[src/rtl/pgs_pkg.sv]
package pgs_pkg;

    localparam int RATE_W    = 9;
    localparam int FCODE_W   = 3;
    localparam int CFG_W     = 8;
    localparam int STRAP_W   = 5;

    typedef struct packed {
        logic fs_c;
        logic fs_b;
        logic fs_a;
        logic test_sel;
        logic dbg_en;
    } strap_t;

    typedef enum logic {
        CAP_WAIT   = 1'b0,
        CAP_LOCKED = 1'b1
    } cap_state_e;

    typedef struct packed {
        logic [RATE_W-1:0] mhz;
        logic              reserved;
    } rate_t;

    function automatic rate_t decode_rate(input logic [FCODE_W-1:0] code);
        rate_t r;
        r.reserved = 1'b0;
        unique case (code)
            3'b101:  r.mhz = RATE_W'(100);
            3'b001:  r.mhz = RATE_W'(133);
            3'b011:  r.mhz = RATE_W'(166);
            3'b010:  r.mhz = RATE_W'(200);
            3'b000:  r.mhz = RATE_W'(266);
            default: begin
                r.mhz      = '0;
                r.reserved = 1'b1;
            end
        endcase
        return r;
    endfunction

endpackage

[src/rtl/pgs_sync.sv]
module pgs_sync #(
    parameter int          WIDTH   = 1,
    parameter int          STAGES  = 2,
    parameter logic [WIDTH-1:0] RST_VAL = '0
) (
    input  logic             clk,
    input  logic             rst,
    input  logic [WIDTH-1:0] d,
    output logic [WIDTH-1:0] q
);

    localparam int LAST = STAGES - 1;

    logic [STAGES-1:0][WIDTH-1:0] chain;

    generate
        if (STAGES < 2) begin : g_bad_depth
            initial $error("pgs_sync needs at least two stages");
        end
    endgenerate

    always_ff @(posedge clk) begin
        if (rst) begin
            for (int i = 0; i < STAGES; i++) chain[i] <= RST_VAL;
        end else begin
            chain[0] <= d;
            for (int i = 1; i < STAGES; i++) chain[i] <= chain[i-1];
        end
    end

    assign q = chain[LAST];

endmodule

[src/rtl/pgs_capture.sv]
module pgs_capture
    import pgs_pkg::*;
(
    input  logic   clk,
    input  logic   rst,
    input  logic   pg_s,
    input  strap_t straps_s,
    output strap_t strap_q,
    output logic   locked,
    output logic   cap_pulse
);

    cap_state_e state;
    logic       pg_d;
    logic       pg_fall;
    logic       first_low;
    logic       test_recap;

    assign pg_fall    = pg_d & ~pg_s;
    assign first_low  = (state == CAP_WAIT) & ~pg_s;
    assign test_recap = (state == CAP_LOCKED) & strap_q.test_sel & pg_fall;
    assign cap_pulse  = first_low | test_recap;
    assign locked     = (state == CAP_LOCKED);

    always_ff @(posedge clk) begin
        if (rst) begin
            state   <= CAP_WAIT;
            strap_q <= '0;
            pg_d    <= 1'b1;
        end else begin
            pg_d <= pg_s;
            if (cap_pulse) begin
                strap_q <= straps_s;
                state   <= CAP_LOCKED;
            end
        end
    end

    // the capture strobe never lasts more than one cycle
    a_r2_single_pulse: assert property (@(posedge clk) disable iff (rst)
        cap_pulse |=> !cap_pulse);

    // outside test mode the latched straps are frozen
    a_r3_frozen: assert property (@(posedge clk) disable iff (rst)
        (locked && !strap_q.test_sel) |=> $stable(strap_q));

    // lock is only reached through a capture strobe
    a_r2_lock_from_pulse: assert property (@(posedge clk) disable iff (rst)
        $rose(locked) |-> $past(cap_pulse));

    // once locked, only reset leaves the locked state
    a_r10_lock_sticky: assert property (@(posedge clk) disable iff (rst)
        locked |=> locked);

endmodule

[src/rtl/pgs_rate_decode.sv]
module pgs_rate_decode
    import pgs_pkg::*;
(
    input  logic               valid,
    input  logic [FCODE_W-1:0] code,
    output logic [RATE_W-1:0]  mhz,
    output logic               reserved
);

    rate_t r;

    always_comb begin
        r = decode_rate(code);
        if (!valid) r = '0;
    end

    assign mhz      = r.mhz;
    assign reserved = r.reserved;

    // a non-reserved valid code always yields one of the listed rates
    always_comb begin
        if (valid && !reserved)
            a_r9_known_rate: assert (mhz == 100 || mhz == 133 || mhz == 166 ||
                                     mhz == 200 || mhz == 266);
    end

endmodule

[src/rtl/pgs_strap_seq.sv]
module pgs_strap_seq
    import pgs_pkg::*;
#(
    parameter int SYNC_STAGES = 2
) (
    input  logic                clk,
    input  logic                rst,
    input  logic                pg_pd_pin,
    input  logic                fsel_c_pin,
    input  logic                fsel_b_pin,
    input  logic                fsel_a_pin,
    input  logic                test_sel_pin,
    input  logic                dbg_en_pin,
    output logic                straps_valid,
    output logic [FCODE_W-1:0]  freq_code,
    output logic [RATE_W-1:0]   cpu_mhz,
    output logic                freq_reserved,
    output logic                test_hiz,
    output logic                pair_to_cpu,
    output logic                pd_req,
    output logic [CFG_W-1:0]    cfg_byte
);

    localparam int CFG_PAD = CFG_W - FCODE_W;

    logic   pg_s;
    strap_t straps_raw;
    strap_t straps_s;
    strap_t strap_q;
    logic   locked;
    logic   cap_pulse;

    assign straps_raw = '{fs_c: fsel_c_pin, fs_b: fsel_b_pin, fs_a: fsel_a_pin,
                          test_sel: test_sel_pin, dbg_en: dbg_en_pin};

    pgs_sync #(.WIDTH(1), .STAGES(SYNC_STAGES), .RST_VAL(1'b1)) u_pg_sync (
        .clk (clk),
        .rst (rst),
        .d   (pg_pd_pin),
        .q   (pg_s)
    );

    pgs_sync #(.WIDTH(STRAP_W), .STAGES(SYNC_STAGES), .RST_VAL('0)) u_strap_sync (
        .clk (clk),
        .rst (rst),
        .d   (straps_raw),
        .q   (straps_s)
    );

    pgs_capture u_capture (
        .clk       (clk),
        .rst       (rst),
        .pg_s      (pg_s),
        .straps_s  (straps_s),
        .strap_q   (strap_q),
        .locked    (locked),
        .cap_pulse (cap_pulse)
    );

    assign straps_valid = locked;
    assign freq_code    = locked ? {strap_q.fs_c, strap_q.fs_b, strap_q.fs_a} : '0;
    assign test_hiz     = locked & strap_q.test_sel;
    assign pair_to_cpu  = locked & strap_q.dbg_en;
    assign pd_req       = locked & ~strap_q.test_sel & pg_s;
    assign cfg_byte     = {{CFG_PAD{1'b0}}, freq_code};

    pgs_rate_decode u_decode (
        .valid    (locked),
        .code     (freq_code),
        .mhz      (cpu_mhz),
        .reserved (freq_reserved)
    );

    // a power-down request only exists after capture
    a_r4_pd_after_lock: assert property (@(posedge clk) disable iff (rst)
        pd_req |-> straps_valid);

    // test mode suppresses the power-down request
    a_r6_no_pd_in_test: assert property (@(posedge clk) disable iff (rst)
        test_hiz |-> !pd_req);

    // nothing leaves the block before capture
    a_r1_quiet_before_lock: assert property (@(posedge clk) disable iff (rst)
        !straps_valid |-> (cfg_byte == '0 && !pair_to_cpu && !test_hiz && cpu_mhz == '0));

endmodule

[config.mk]
export PLATFORM = sky130hd
export DESIGN_NAME = pgs_strap_seq
export DESIGN_NICKNAME = d
export VERILOG_FILES = /design/src/rtl/pgs_pkg.sv /design/src/rtl/pgs_sync.sv /design/src/rtl/pgs_capture.sv /design/src/rtl/pgs_rate_decode.sv /design/src/rtl/pgs_strap_seq.sv
export SDC_FILE = /design/constraint.sdc
export NUM_CORES = 1
export LEC_CHECK = 0
export ABC_AREA = 1
export BUFFER_PORTS_ARGS = -buffer_cell sky130_fd_sc_hd__buf_2
export CAP_MARGIN = 0
export CORE_ASPECT_RATIO = 0.9
export CORE_MARGIN = 2
export CORE_UTILIZATION = 40
export DETAILED_ROUTE_END_ITERATION = 6
export GPL_TIMING_DRIVEN = 0
export PLACE_DENSITY_LB_ADDON = 0.05
export SKIP_LAST_GASP = 1
export SYNTH_ARGS = -nofsm -noshare
export SYNTH_HDL_FRONTEND = slang
export SYNTH_SLANG_ARGS = --single-unit
[constraint.sdc]
create_clock -name clk -period 0.8 [get_ports clk]
set_input_delay 0.04 -clock clk [delete_from_list [all_inputs] [get_ports clk]]
set_output_delay 0.04 -clock clk [all_outputs]
set_load 0.05 [all_outputs]
**Yosys cells after proc, flatten, opt, wreduce, memory -nomap -nowiden**

Cells that the tools add are included.

- Output and inout bits: 25
- Bits in registers: 19
- Bits of input ports: 8
- Logic and storage cells: 32

- Reductions and logical operators: 2
- Muxes and demuxes: 4
- Bitwise operators: 11
- Eq/ne operators: 4

Operators with widths:

| kind | number |
|---|---|
| one-hot mux 9 bit (5 select lines) | 1 |
| 2-to-1 mux 10 bit | 1 |
| bitwise AND 1 bit | 7 |
| equality test 3 x 2 -> 1 bit (second input constant) | 2 |
| OR reduction 5 bit | 1 |
| equality test 3 x 1 -> 1 bit (second input constant) | 1 |
| equality test 3 bit (second input constant) | 1 |
| zero test 3 bit | 1 |
| 2-to-1 mux 3 bit | 1 |
| inverter 1 bit | 3 |
| 2-to-1 mux 1 bit | 1 |
| bitwise OR 1 bit | 1 |

**Logic depth before layout (Yosys ltp)**

- Depth in word-level cells: 5
- Mapped depth: 6
- Mapped depth without buffers: 5

**By module**

A second synthesis with hierarchy kept.

- Cells, all modules: 132
- Area total of the unflattened synthesis: 917.1 um2

By module, submodules not included:

| module | instances | area an instance (um2) | seq. area each (um2) | cells each |
|---|---|---|---|---|
| pgs_sync (u_strap_sync) | 1 | 324.1 | 200.2 | 36 |
| pgs_capture | 1 | 280.3 | 140.1 | 39 |
| pgs_rate_decode | 1 | 145.1 | 0.0 | 29 |
| pgs_strap_seq | 1 | 108.9 | 0.0 | 21 |
| pgs_sync (u_pg_sync) | 1 | 58.8 | 40.0 | 7 |

**Worst setup path before layout**

Ideal clock, no wire load.

- Kind: register to output
- Start: reg u_capture.state, in the netlist u_capture.locked
- End: out cpu_mhz[6]
- Path slack: -1.221 ns
- Data required time: 0.760 ns
- Path buffers: 1
- Cell stages (with the launch flop): 6
- Arrival: 1.981 ns
- Cell sequence: dfxtp_1 -> buf_6 -> nand2_1 -> inv_2 -> nor2_1 -> a21oi_1

- Word-level cells in the longest chain between the ends: 4
- Elaborated cells on any way between the ends: 8
- Classes of those cells: eq/ne (4); mux (3); reduce/logical (1)

RTL lines:

| item | RTL line | RTL |
|---|---|---|
| from (decl) | pgs_capture.sv:13 | `cap_state_e state;` |
| from (signal assigned) | pgs_capture.sv:27 | `state <= CAP_WAIT;` |
| from (signal assigned) | pgs_capture.sv:34 | `state <= CAP_LOCKED;` |
| 2-to-1 mux 3 bit * | pgs_strap_seq.sv:61 | `assign freq_code = locked ? {strap_q.fs_c, strap_q.fs_b, strap_q.fs_a} : '0;` |
| via cfg_byte[1] | pgs_strap_seq.sv:21 | `output logic [CFG_W-1:0] cfg_byte` |
| equality test 3 x 2 -> 1 bit, or another cell as far along | pgs_pkg.sv:29 | `unique case (code)` |
| one-hot mux 9 bit (5 select lines) * | pgs_pkg.sv:29 |  |
| 2-to-1 mux 10 bit * | pgs_rate_decode.sv:14 | `if (!valid) r = '0;` |
| to (decl) | pgs_strap_seq.sv:16 | `output logic [RATE_W-1:0] cpu_mhz,` |

Mark *: on every way through the listed nets, which the timed path passes. The rest lies on a longest branch.

**Worst setup path in the final report**

- Start: reg u_capture.state, in the netlist u_capture.locked
- End: out cpu_mhz[6]

- Word-level cells in the longest chain between the ends: 4
- Elaborated cells on any way between the ends: 8
- Classes of those cells: eq/ne (4); mux (3); reduce/logical (1)

RTL lines:

| item | RTL line |
|---|---|
| 2-to-1 mux 3 bit | pgs_strap_seq.sv:61 |
| equality test 3 x 2 -> 1 bit, or another cell as far along | pgs_pkg.sv:29 |
| one-hot mux 9 bit (5 select lines) | pgs_pkg.sv:29 |
| 2-to-1 mux 10 bit * | pgs_rate_decode.sv:14 |

Every way passes the cells marked *; elsewhere a longest branch is shown, timed or not.

==> impl_metrics.env <==
export IMPL_period_share=1.783
export IMPL_setup_slack_ps=-626.4
export IMPL_grt_pass1_vias=664
export IMPL_die_y_um=47.24
export IMPL_cts_buffers=3
export IMPL_syn_to_final_growth_pct=98.49
export IMPL_mostFrequentLayoutCell="inv_1"
export IMPL_violations="hold timing, setup timing"
export IMPL_cts_htree_levels=1
export IMPL_status="complete, but fails checks"
export IMPL_via_per_inst=4.469
export IMPL_fin_hold_ws_ps=-9.087
export IMPL_hold_viol=2
export IMPL_cp_max_fo=6
export IMPL_p_seq_frac=0.506
export IMPL_finalNetCount=180
export IMPL_clock_latency_ps=290
export IMPL_rsz0062_at_grt="true"
export IMPL_endpoint_kind="output pin"
export IMPL_p_comb_frac=0.263
export IMPL_worstPathRequired_ps=760
export IMPL_p_int_mw=1.390
export IMPL_ir_drop_mv=1.382
export IMPL_hp_class="input pin to flip-flop"
export IMPL_ys_types=18
export IMPL_syn_instance_count=116
export IMPL_rrSetupSlack_ps=-510
export IMPL_ys_warn_count=0
export IMPL_drv_cap=0
export IMPL_grt_max_degree=12
export IMPL_syn_area_per_cell_um2=7.162
export IMPL_p_switching_uw=648.9
export IMPL_setup_tns_ps=-12210
export IMPL_drc=0
export IMPL_wl_per_cell_um=14.82
export IMPL_grt_pass1_wl_um=2863
export IMPL_syn_cell_area_um2=830.8
export IMPL_leakagePower_nw=0.7859
export IMPL_postLayoutCoreUtil=0.8531
export IMPL_min_period_ps=1426
export IMPL_dp_cells=172
export IMPL_finClkSkew_ps=1.458
export IMPL_grt_usage=0.1647
export IMPL_die_w_um=52.04
export IMPL_yosys_register_bits=19
export IMPL_cts_root_buf="clkbuf_4"
export IMPL_cp_arrival_ps=1390
export IMPL_overflow=0
export IMPL_vias=876
export IMPL_drive_gt1_frac=0.5789
export IMPL_antenna_found_initial=0
export IMPL_max_freq_mhz=701.0
export IMPL_place_ws_ps=-447.6
export IMPL_clkPwrFrac=0.231
export IMPL_drv_slew=0
export IMPL_layout_common_cells="inv_1 (17), nor2_1 (15), dfxtp_1 (15)"
export IMPL_port_buffers=26
export IMPL_power_mw=2.039
export IMPL_post_layout_nonfiller_instances=196
export IMPL_setup_viol=26
export IMPL_clk_pin_slew_ps=100
export IMPL_rows=15
export IMPL_core_mm2=0.001933
export IMPL_stdcell_area_mm2=0.001649
export IMPL_dpl_cell_area_mm2=0.001137
export IMPL_start_kind="flip-flop"
export IMPL_dp_hpwl_um=1056
export IMPL_die_area_mm2=0.002458
export IMPL_p_sw_frac=0.3182
export IMPL_cts_sink_count=19
export IMPL_p_per_area_mw_per_mm2=1236
export IMPL_clk_path_buf_depth=2
export IMPL_io_pins=33
export IMPL_gp_congestion=0.7151
export IMPL_start_util=0.4298
export IMPL_yosysSeqAreaShare=0.4578
export IMPL_diodes=0
export IMPL_drt_total_wl_um=2904
export IMPL_path_class="flip-flop to output pin"
export IMPL_antenna_left=0
export IMPL_drt_iter0_drc=28
export IMPL_drt_pass1_iter_count=4
export IMPL_tritoncts="done"
==> cells by family after synthesis <==
kind of cell           after synthesis  share of synthesized area
AO/OA/AOI/OAI                        9                    0.05874
buffers and inverters               37                     0.2199
other                                1                   0.004514
AND/OR/NAND/NOR                     50                     0.2590
flip-flops                          19                     0.4578
==> per-layer routing <==
layer  global-route usage  up-vias  share of wire
met2               0.2911       29           0.55
met5                    0        -              0
li1                     -      438              -
met4              0.06316        0          0.015
met3              0.04777        7          0.031
met1               0.1922      402           0.40
==> sequential cells by signal (all words and copies together) (netlist names) <==
name                count
u_capture.strap_q       5
u_strap_sync.chain      5
u_strap_sync.q          5
u_capture.locked        1
u_capture.pg_d          1
u_pg_sync.chain         1
u_pg_sync.q             1
==> timing repair <==
item / 4_1_cts / 5_1_grt
endpoints found under the hold margin: 8 / 1
setup endpoints to repair: 25 / 28
cloned: 1 / 0
buffers inserted: 3 / 9
pin swaps: 3 / 4
resized for setup: 52 / 33
hold buffers: 7 / 1
==> cell type report <==
cell class              count  area [µm²]
multi-input cells          66       476.7
repair buffers             45       469.2
flip-flops and latches     19       390.4
fillers                    95       284.0
inverters                  25       135.1
plain buffers              12       118.9
well taps                  25       31.28
clock buffers               3       22.52
clock inverters             1       5.005
==> critical path: stages, from the launching register on <==
cell and delay (ps):
dfxtp_4 370, buf_12 130, nand2_8 70, nor2_4 130, inv_2 70, a21oi_4 140, buf_8 160
==> path summary, 6_finish.rpt <==
kind	end	from	depth (start not counted)
min	u_pg_sync.q	rst	2
max	cpu_mhz[6]	u_capture.locked	6
max reg2reg	u_capture.strap_q[3]	u_capture.locked	7
min reg2reg	u_strap_sync.q[4]	u_strap_sync.chain[4]	2
==> cell usage after synthesis <==
cell type	instances	area, µm²
buf_6	1	11.26
nand2_2	3	18.77
a21oi_1	8	40.04
inv_1	20	75.07
nor2_1	21	78.83
or2_1	1	6.260
conb_1	1	3.750
dfxtp_1	19	380.4
clkinv_1	1	3.750
nand2_1	15	56.30
buf_2	2	10.01
nand3_1	5	25.02
buf_4	9	67.56
nor3_1	1	5.000
or2_2	3	18.77
nor2_2	1	6.260
a21oi_2	1	8.760
inv_2	4	15.01
==> power groups by stage <==
stage / combinational [mW] / sequential, mW / clock, mW
global placement: 0.352 / 1.04 / 0
detailed placement: 0.357 / 1.04 / 0
global route: 0.566 / 1.04 / 0.539
CTS: 0.438 / 1.02 / 0.489
floorplan: 0.294 / 1.04 / 0
finish: 0.536 / 1.03 / 0.471
No activity file was read; power rests on OpenSTA's default activity.
